==> config.mk <==
export PLATFORM = sky130hd
export DESIGN_NAME = twsByteEngine
export DESIGN_NICKNAME = d
export VERILOG_FILES = /design/src/rtl/tws_pkg.sv /design/src/rtl/tws_datapath.sv /design/src/rtl/tws_control.sv /design/src/rtl/twsByteEngine.sv
export SDC_FILE = /design/constraint.sdc
export NUM_CORES = 1
export LEC_CHECK = 0
export ABC_CLOCK_PERIOD_IN_PS = 2300
export BUFFER_PORTS_ARGS = -buffer_cell sky130_fd_sc_hd__buf_2
export CAP_MARGIN = 10
export CORE_ASPECT_RATIO = 0.6
export CORE_MARGIN = 3
export CORE_UTILIZATION = 53
export CTS_BUF_LIST = sky130_fd_sc_hd__clkbuf_4 sky130_fd_sc_hd__clkbuf_8
export DETAILED_ROUTE_END_ITERATION = 8
export PLACE_DENSITY = 0.86
export SYNTH_ARGS = -nofsm -noshare
export SYNTH_HDL_FRONTEND = slang
export SYNTH_SLANG_ARGS = --single-unit
==> constraint.sdc <==
create_clock -name clk -period 2.3 [get_ports clk]
set_input_delay 0.345 -clock clk [delete_from_list [all_inputs] [get_ports clk]]
set_output_delay 0.345 -clock clk [all_outputs]
set_load 0.1 [all_outputs]
==> src/rtl/tws_pkg.sv <==
package tws_pkg;
  localparam int BYTE_W = 8;
  localparam int CNT_W = $clog2(BYTE_W + 1);
  localparam logic [3:0] DEV_CODE = 4'b1010;

  typedef enum logic [2:0] {
    ST_IDLE,
    ST_CTRL,
    ST_CACK,
    ST_WRITE,
    ST_READ
  } state_e;

  typedef struct packed {
    logic clrBit;
    logic clrIdx;
    logic incIdx;
    logic relSda;
    logic driveAck;
    logic loadTx;
    logic shiftTx;
  } strobe_t;
endpackage

==> src/rtl/tws_datapath.sv <==
module tws_datapath
  import tws_pkg::*;
#(
  parameter int SYNC_STAGES = 2,
  parameter int IDX_W = 4
) (
  input  logic              clk,
  input  logic              rstN,
  input  logic              sclIn,
  input  logic              sdaIn,
  input  logic [BYTE_W-1:0] rdData,
  input  strobe_t           ctl,
  output logic              sdaS,
  output logic              sclRise,
  output logic              sclFall,
  output logic              startDet,
  output logic              stopDet,
  output logic [CNT_W-1:0]  bitCnt,
  output logic [BYTE_W-1:0] rxByte,
  output logic [IDX_W-1:0]  byteIdx,
  output logic              sdaDriveLow
);
  localparam logic [CNT_W-1:0] LAST = CNT_W'(BYTE_W);
  localparam logic [IDX_W-1:0] IDX_MAX = '1;

  logic [SYNC_STAGES-1:0] sclPipe, sdaPipe;
  logic sclS, sclP, sdaP;
  logic [BYTE_W-1:0] txShift;

  // synchronizer chains, reset to the idle bus level
  always_ff @(posedge clk or negedge rstN) begin
    if (!rstN) begin
      sclPipe <= '1;
      sdaPipe <= '1;
      sclP <= 1'b1;
      sdaP <= 1'b1;
    end else begin
      sclPipe <= {sclPipe[SYNC_STAGES-2:0], sclIn};
      sdaPipe <= {sdaPipe[SYNC_STAGES-2:0], sdaIn};
      sclP <= sclS;
      sdaP <= sdaS;
    end
  end

  assign sclS = sclPipe[SYNC_STAGES-1];
  assign sdaS = sdaPipe[SYNC_STAGES-1];
  assign sclRise = sclS & ~sclP;
  assign sclFall = ~sclS & sclP;
  assign startDet = sclS & sclP & sdaP & ~sdaS;
  assign stopDet = sclS & sclP & ~sdaP & sdaS;

  always_ff @(posedge clk or negedge rstN) begin
    if (!rstN) begin
      bitCnt <= '0;
      rxByte <= '0;
    end else begin
      if (ctl.clrBit) bitCnt <= '0;
      else if (sclRise) bitCnt <= (bitCnt == LAST) ? '0 : bitCnt + 1'b1;
      if (sclRise && bitCnt != LAST) rxByte <= {rxByte[BYTE_W-2:0], sdaS};
    end
  end

  always_ff @(posedge clk or negedge rstN) begin
    if (!rstN) begin
      txShift <= '0;
      sdaDriveLow <= 1'b0;
    end else if (ctl.relSda) begin
      sdaDriveLow <= 1'b0;
    end else if (ctl.driveAck) begin
      sdaDriveLow <= 1'b1;
    end else if (ctl.loadTx) begin
      txShift <= rdData;
      sdaDriveLow <= ~rdData[BYTE_W-1];
    end else if (ctl.shiftTx) begin
      txShift <= {txShift[BYTE_W-2:0], 1'b0};
      sdaDriveLow <= ~txShift[BYTE_W-2];
    end
  end

  always_ff @(posedge clk or negedge rstN) begin
    if (!rstN) byteIdx <= '0;
    else if (ctl.clrIdx) byteIdx <= '0;
    else if (ctl.incIdx && byteIdx != IDX_MAX) byteIdx <= byteIdx + 1'b1;
  end

  // the slave starts pulling low only while the clock line is low
  p_drive_scl_low_r4: assert property (@(posedge clk) disable iff (!rstN)
    $rose(sdaDriveLow) |-> !sclS);

  // byte framing never goes past the acknowledge bit
  p_bitcnt_range_r5: assert property (@(posedge clk) disable iff (!rstN)
    bitCnt <= LAST);
endmodule

==> src/rtl/tws_control.sv <==
module tws_control
  import tws_pkg::*;
(
  input  logic              clk,
  input  logic              rstN,
  input  logic              sclRise,
  input  logic              sclFall,
  input  logic              startDet,
  input  logic              stopDet,
  input  logic              sdaS,
  input  logic [CNT_W-1:0]  bitCnt,
  input  logic [BYTE_W-1:0] rxByte,
  input  logic [1:0]        chipSel,
  input  logic              selHigh,
  input  logic              busy,
  output strobe_t           ctl,
  output logic              rxValid,
  output logic              rwFlag,
  output logic              mackValid,
  output logic              mackAck
);
  localparam logic [CNT_W-1:0] LAST = CNT_W'(BYTE_W);

  state_e state, nxt;
  logic rwNxt, byteEnd, ackEnd, ninthRise, match;

  assign byteEnd = sclFall && bitCnt == LAST;
  assign ackEnd = sclFall && bitCnt == '0;
  assign ninthRise = sclRise && bitCnt == LAST;
  assign match = selHigh && rxByte[7:4] == DEV_CODE && rxByte[2:1] == chipSel;
  assign mackAck = ~sdaS;

  always_comb begin
    ctl = '0;
    nxt = state;
    rwNxt = rwFlag;
    rxValid = 1'b0;
    mackValid = 1'b0;
    if (startDet) begin
      ctl.clrBit = 1'b1;
      ctl.clrIdx = 1'b1;
      ctl.relSda = 1'b1;
      nxt = ST_CTRL;
    end else if (stopDet) begin
      ctl.clrBit = 1'b1;
      ctl.clrIdx = 1'b1;
      ctl.relSda = 1'b1;
      nxt = ST_IDLE;
    end else begin
      case (state)
        ST_CTRL: if (byteEnd) begin
          if (match && !busy) begin
            ctl.driveAck = 1'b1;
            ctl.incIdx = 1'b1;
            rxValid = 1'b1;
            rwNxt = rxByte[0];
            nxt = ST_CACK;
          end else begin
            nxt = ST_IDLE;
          end
        end
        ST_CACK: if (ackEnd) begin
          if (rwFlag) begin
            ctl.loadTx = 1'b1;
            nxt = ST_READ;
          end else begin
            ctl.relSda = 1'b1;
            nxt = ST_WRITE;
          end
        end
        ST_WRITE: begin
          if (byteEnd) begin
            ctl.driveAck = 1'b1;
            ctl.incIdx = 1'b1;
            rxValid = 1'b1;
          end else if (ackEnd) begin
            ctl.relSda = 1'b1;
          end
        end
        ST_READ: begin
          if (ninthRise) begin
            mackValid = 1'b1;
            if (sdaS) nxt = ST_IDLE;
          end else if (ackEnd) begin
            ctl.loadTx = 1'b1;
          end else if (byteEnd) begin
            ctl.relSda = 1'b1;
          end else if (sclFall) begin
            ctl.shiftTx = 1'b1;
          end
        end
        default: ;
      endcase
    end
  end

  always_ff @(posedge clk or negedge rstN) begin
    if (!rstN) begin
      state <= ST_IDLE;
      rwFlag <= 1'b0;
    end else begin
      state <= nxt;
      rwFlag <= rwNxt;
    end
  end

  // no control acknowledge is started while the write is busy
  p_no_ack_busy_r6: assert property (@(posedge clk) disable iff (!rstN)
    (state == ST_CACK && $past(state) == ST_CTRL) |-> !$past(busy));

  // an acknowledged control byte carried the device code
  p_code_match_r3: assert property (@(posedge clk) disable iff (!rstN)
    (state == ST_CACK && $past(state) == ST_CTRL) |->
      ($past(rxByte[7:4]) == DEV_CODE && $past(selHigh)));

  // a master not-acknowledge ends the read
  p_nack_ends_read_r8: assert property (@(posedge clk) disable iff (!rstN)
    (mackValid && !mackAck) |=> state == ST_IDLE);
endmodule

==> src/rtl/twsByteEngine.sv <==
module twsByteEngine
  import tws_pkg::*;
#(
  parameter int SYNC_STAGES = 2,
  parameter int IDX_W = 4
) (
  input  logic              clk,
  input  logic              rstN,
  input  logic              sclIn,
  input  logic              sdaIn,
  output logic              sdaDriveLow,
  input  logic [1:0]        chipSel,
  input  logic              selHigh,
  input  logic              busy,
  input  logic [7:0]        rdData,
  output logic [7:0]        rxData,
  output logic              rxValid,
  output logic [IDX_W-1:0]  rxIndex,
  output logic              rwFlag,
  output logic              startEvt,
  output logic              stopEvt,
  output logic              mackValid,
  output logic              mackAck
);
  strobe_t ctl;
  logic sdaS, sclRise, sclFall, startDet, stopDet;
  logic [CNT_W-1:0] bitCnt;
  logic [BYTE_W-1:0] rxByte;
  logic [IDX_W-1:0] byteIdx;

  tws_datapath #(.SYNC_STAGES(SYNC_STAGES), .IDX_W(IDX_W)) uData (
    .clk(clk), .rstN(rstN), .sclIn(sclIn), .sdaIn(sdaIn), .rdData(rdData),
    .ctl(ctl), .sdaS(sdaS), .sclRise(sclRise), .sclFall(sclFall),
    .startDet(startDet), .stopDet(stopDet), .bitCnt(bitCnt),
    .rxByte(rxByte), .byteIdx(byteIdx), .sdaDriveLow(sdaDriveLow)
  );

  tws_control uCtrl (
    .clk(clk), .rstN(rstN), .sclRise(sclRise), .sclFall(sclFall),
    .startDet(startDet), .stopDet(stopDet), .sdaS(sdaS), .bitCnt(bitCnt),
    .rxByte(rxByte), .chipSel(chipSel), .selHigh(selHigh), .busy(busy),
    .ctl(ctl), .rxValid(rxValid), .rwFlag(rwFlag),
    .mackValid(mackValid), .mackAck(mackAck)
  );

  assign rxData = rxByte;
  assign rxIndex = byteIdx;
  assign startEvt = startDet;
  assign stopEvt = stopDet;

  // the line is free once a stop is seen
  p_release_on_stop_r2: assert property (@(posedge clk) disable iff (!rstN)
    stopEvt |=> !sdaDriveLow);
endmodule

; After elaboration in Yosys (flattened, before gate mapping)
; Cells that the tools add are included.
[totals]
ff_bits = 34
out_inout_bits = 19
input_bits = 16
wordCells = 112
[classes]
eq_ne = 13
bitwise_logic = 17
n_mux = 51
addsub = 2
n_reduce_logical = 18
[ops]
columns = op, count
row1 = $mux 1, 27
row2 = $mux 3, 9
row3 = $mux 4, 5
row4 = $mux 7, 2
row5 = $ne 4x3->1 const B, 3
row6 = $ne 4x4->1 const B, 3
row7 = $not 1->1, 10
row8 = $reduce_and 5->1, 2
row9 = $pmux 3 s3, 1
row10 = $add 4x1->4 const B, 2
row11 = $eq 4x4->1 const B, 2
row12 = $logic_and 1x1->1, 8
row13 = $mux 2, 4
row14 = $and 1x1->1, 7
row15 = $eq 3x2->1 const B, 2
row16 = $reduce_bool 2->1, 3
row17 = $reduce_bool 5->1, 1
row18 = $logic_not 4->1, 1
row19 = $pmux 1 s2, 2
row20 = $reduce_bool 4->1, 1
row21 = $eq 3x1->1 const B, 1
row22 = $eq 3x3->1 const B, 1
row23 = $pmux 1 s3, 1
row24 = $reduce_and 3->1, 1
row25 = 2 further kinds, 2

; Logic depth before layout (Yosys ltp)
[depth]
depth_word = 13
depth_mapped = 8
mapped_depth_nobuf = 8

; Hierarchy
; Synthesis repeated with hierarchy kept, for this count alone.
[hier_totals]
hier_cells = 163
hier_area_um2 = 1791.7
[by_module_without_submodules]
columns = mod, n_inst, seq_area_each_um2, cells_per_inst, area_each_um2
row1 = tws_datapath, 1, 758.2, 104, 1328.8
row2 = tws_control, 1, 100.1, 59, 462.9

; Worst setup path before layout
; OpenSTA, ideal clock, no wires.
[synth_path]
kind = register to register
startpoint = reg uData.rxByte[5]
endpoint = reg uData.byteIdx[2]
setup_time_ns = 0.101
n_path_buf = 0
required_ns = 2.199
period_less_slack_ns = 2.723
setup_slack_ns = -0.423
t_arrival_ns = 2.623
path_stages_with_launch = 7
cell_sequence = dfrtp_1 > nand4bb_1 > nor4_2 > o21ai_2 > inv_1 > a21oi_1 > a311oi_1
[synth_via]
elab_chain_cells = 11
[synth_rtl]
columns = element, line
row1 = start: declaration, tws_datapath.sv:19  ; output logic [BYTE_W-1:0] rxByte,
row2 = start signal: assignment, tws_datapath.sv:59  ; if (sclRise && bitCnt != LAST) rxByte <= {rxByte[BYTE_W-2:0], sdaS};
row3 = $eq 4x4->1, tws_control.sv:30  ; assign match = selHigh && rxByte[7:4] == DEV_CODE && rxByte[2:1] == chipSel;
row4 = $logic_and 1x1->1 (2 in a row), tws_control.sv:30
row5 = $logic_and 1x1->1, tws_control.sv:52  ; if (match && !busy) begin
row6 = $mux 1 (2 in a row), n/a
row7 = $pmux 1 s2, n/a
row8 = $mux 1 (2 in a row), n/a
row9 = via rxValid, twsByteEngine.sv:17  ; output logic rxValid,
row10 = $logic_and 1x1->1, tws_datapath.sv:83  ; else if (ctl.incIdx && byteIdx != IDX_MAX) byteIdx <= byteIdx + 1'b1;
row11 = $reduce_bool 2->1 (no source line), n/a
row12 = end signal: assignment, tws_datapath.sv:83
row13 = end: declaration, tws_datapath.sv:20  ; output logic [IDX_W-1:0] byteIdx,
; The timed path passes the listed nets, and every way through them passes these cells.
; A chain may end at the register's enable or synchronous reset.

; Final worst setup path
[layout_path]
startpoint = reg uData.rxByte[6]
endpoint = out rxValid
[layout_via]
elab_chain_cells = 9
[layout_rtl]
columns = element, line
row1 = $eq 4x4->1, tws_control.sv:30
row2 = $logic_and 1x1->1 (2 in a row), tws_control.sv:30
row3 = $logic_and 1x1->1, tws_control.sv:52
row4 = $mux 1, tws_control.sv:52
row5 = $mux 1, tws_control.sv:51  ; ST_CTRL: if (byteEnd) begin
row6 = $pmux 1 s2, tws_control.sv:50  ; case (state)
row7 = $mux 1, tws_control.sv:44  ; end else if (stopDet) begin
row8 = $mux 1, tws_control.sv:39  ; if (startDet) begin
row9 = end: declaration, twsByteEngine.sv:17
; No other way between the ends.

==> impl_metrics.ini <==
[worst_setup_path]
timing.rr.start = uData.bitCnt[0]
path_max_fanout = 5
crit_type = register to output pin
worstPathRequired_ns = 1.96
cp-startpoint = uData.rxByte[6]
crit_arrival_ns = 1.86
reg2reg_depth = 7
cp-end-kind = output pin
startpoint_type = register

[final_layout]
drive_gt1_share_pct = 34.8
area_delta_synth_final_pct = 23.4
nets = 228
final_cells = 252
fin_util_pct = 71.5
diodes = 0

[placed_design]
dp_hpwl_um = 3110
gp_congestion = 0.897
dp_slack_ns = 0.234
dp.cells = 243
io_buffers = 34

[outcome]
status = complete, no violations

[synth]
synthFlopType = dfrtp_1
synth_top_cell_by_area = dfrtp_1
synth_nets = 189
synth_cell_types = 42
synth_compound_area_share_pct = 12.9
synthCells = 170
synth-xor-area-share_pct = 2.02
muxShareOfSynthArea_pct = 10.4
synth_async_sr_flop_share_pct = 100
yosys-top-cells-area = dfrtp_1 (40%), dfstp_2 (9.1%), mux2i_1 (5.2%)
syn_area_um2 = 1730
synth_area_per_cell_um2 = 10.2
seq_area_frac_synth_pct = 49.6
synth-seq-cells = 34
yosysWarnings = 0
netlist.area_leader.share_pct = 40.5
yosysMostFrequentCell = dfrtp_1
synth_edf_count = 0
synth_common_cells = dfrtp_1 (28), a21oi_1 (16), nor2_1 (15)
synth_top_family_by_area = simple AND/OR/NAND/NOR gates
synth_adder_area_share_pct = 2.17
yosys.area_share.simple_pct = 18.7

[detailed_routing]
num_vias = 1521
drtIter0Drc = 258
postRouteAntennaNets = 0
firstDrtPassIters = 6
drc = 0
wl_per_cell_um = 17.2
drt-vias-per-instance = 6.04
finalWirelength_um = 4340

[timing]
final_max_slew_viol_count = 0
timing.fmax_ghz = 0.455
finalHoldViolCount = 0
min_period_ns = 2.20
setup_viol = 0
clock-skew-final_ns = 0.00538
tns_ns = 0
slew_headroom_pct = 51.0
finalCritPeriodShare_pct = 95.7
timing.final.ws_setup_ns = 0.100
rsz0062_at_grt = false
tightest_slew_ns = 0.736
whs_ns = 0.114

[global_route]
grt_pass1_wl_um = 7120
track_usage_pct = 23.6
grt_antenna_before_repair = 0
grt_max_degree = 35
grt_overflow = 0
first_global_vias = 1482

[floorplanning]
core_area_um2 = 2980
die-area_um2 = 4010
fp.dieH_um = 50.3
num_rows = 15
boundaryPins = 35
start_util_pct = 58.0
die_w_um = 79.8

[clock_network]
root_buffer = clkbuf_8
clock-sinks = 34
numCtsBuffers = 5
clockBufferDepth = 2
cts_tree = yes
clk_pin_slew_ns = 0.07
cts_hold_buf = 0
ctsHtreeMaxLevel = 2
clk_latency_ns = 0.29

[hold_path]
hold_class = input pin to async pin

[flow_run]
max_cap_violations = 0

[pwr]
pwr_density_cell_nw_per_um2 = 1100
ir_drop_v = 0.00149
leakage_nw = 1.02
-- worst max-delay path: stages (launching register included) --
cell and delay (ns):
dfrtp_2 0.42, nand4bb_1 0.25, nor4_4 0.41, o21ai_2 0.17, clkinvlp_4 0.14, buf_12 0.17
-- power breakdown --
part | total [mW] | switching (mW) | internal, mW
Sequential | 0.825 | 0.119 | 0.706
Clock | 0.677 | 0.215 | 0.462
Combinational | 0.839 | 0.639 | 0.200
-- cell families (layout without fill, tap and decap cells) --
kind of cell,after synthesis,after routing
and+or+nand+nor,60,60
AOI/OAI and AO/OA,36,36
DFF,34,34
muxes,17,17
buffers and inverters,16,56
xor gates and xnor gates,4,4
adders and majority gates,3,3
-- stage by stage --
stage	power (mW)	instance area, um^2
2_1_floorplan	1.47	1750
3_3_place_gp	1.61	1970
3_5_place_dp	1.65	1970
4_1_cts	2.33	2110
5_1_grt	2.43	2130
6_report	2.34	2130
-- routing by layer --
| layer | vias to the layer above | GRT usage (%) | routed length [um] |
|---|---|---|---|
| li1 | 679 | - | - |
| met1 | 739 | 31.4 | 1880 |
| met2 | 88 | 38.4 | 2000 |
| met3 | 15 | 6.09 | 350 |
| met4 | 0 | 6.74 | 106 |
| met5 | - | 0 | 0 |
-- area by class of cell --
type,instances,area (um^2)
repair buffers,37,210
clock inverters,2,60.1
multi-input cells,120,818
well taps,42,52.6
inverters,11,45.0
fillers,209,850
clock buffers,6,82.6
flip-flops and latches,34,866
-- repair_timing --
action	in CTS	in global routing
endpoints found under the setup margin	0	2
resized for setup	0	3
buffers inserted	0	1
-- worst paths after layout --
path	end	slack [ns]
worst min register to register	uData.sclPipe[1]	0.36
worst min-delay path	uData.rxByte[3]	0.11
max in group asynchronous	uData.rxByte[7]	1.68
min in group clk	uData.sdaPipe[0]	0.15
worst max-delay path	rxValid	0.1
worst max register to register	uCtrl.state[2]	0.18
-- state kept, by name, indices dropped and copies added (netlist names) --
name and count:
uData.rxByte 8, uData.txShift 7, uData.bitCnt 4, uData.byteIdx 4, uCtrl.state 3, uData.sclPipe 2, uData.sdaPipe 2, uCtrl.rwFlag 1
uData.sclP 1, uData.sdaDriveLow 1, uData.sdaP 1
-- placed cells by master, fill, tap and decap left out, types with 2 or more instances in the layout --
master     count
nand3b_1       2
nand2b_1       6
nand2_1       13
nor2b_1        3
nand3_1        6
bufinv_16      2
clkbuf_8       6
and3_1         3
dfrtp_2        6
nor2_1        13
buf_4          3
buf_2         32
mux2i_1        9
a21oi_1       16
o21ai_0        8
mux2_2         8
xor2_1         4
nor2_2         2
or4_1          2
dfstp_2        6
ha_1           3
inv_1         10
dfrtp_1       22
(Power assumes the default switching activity.)
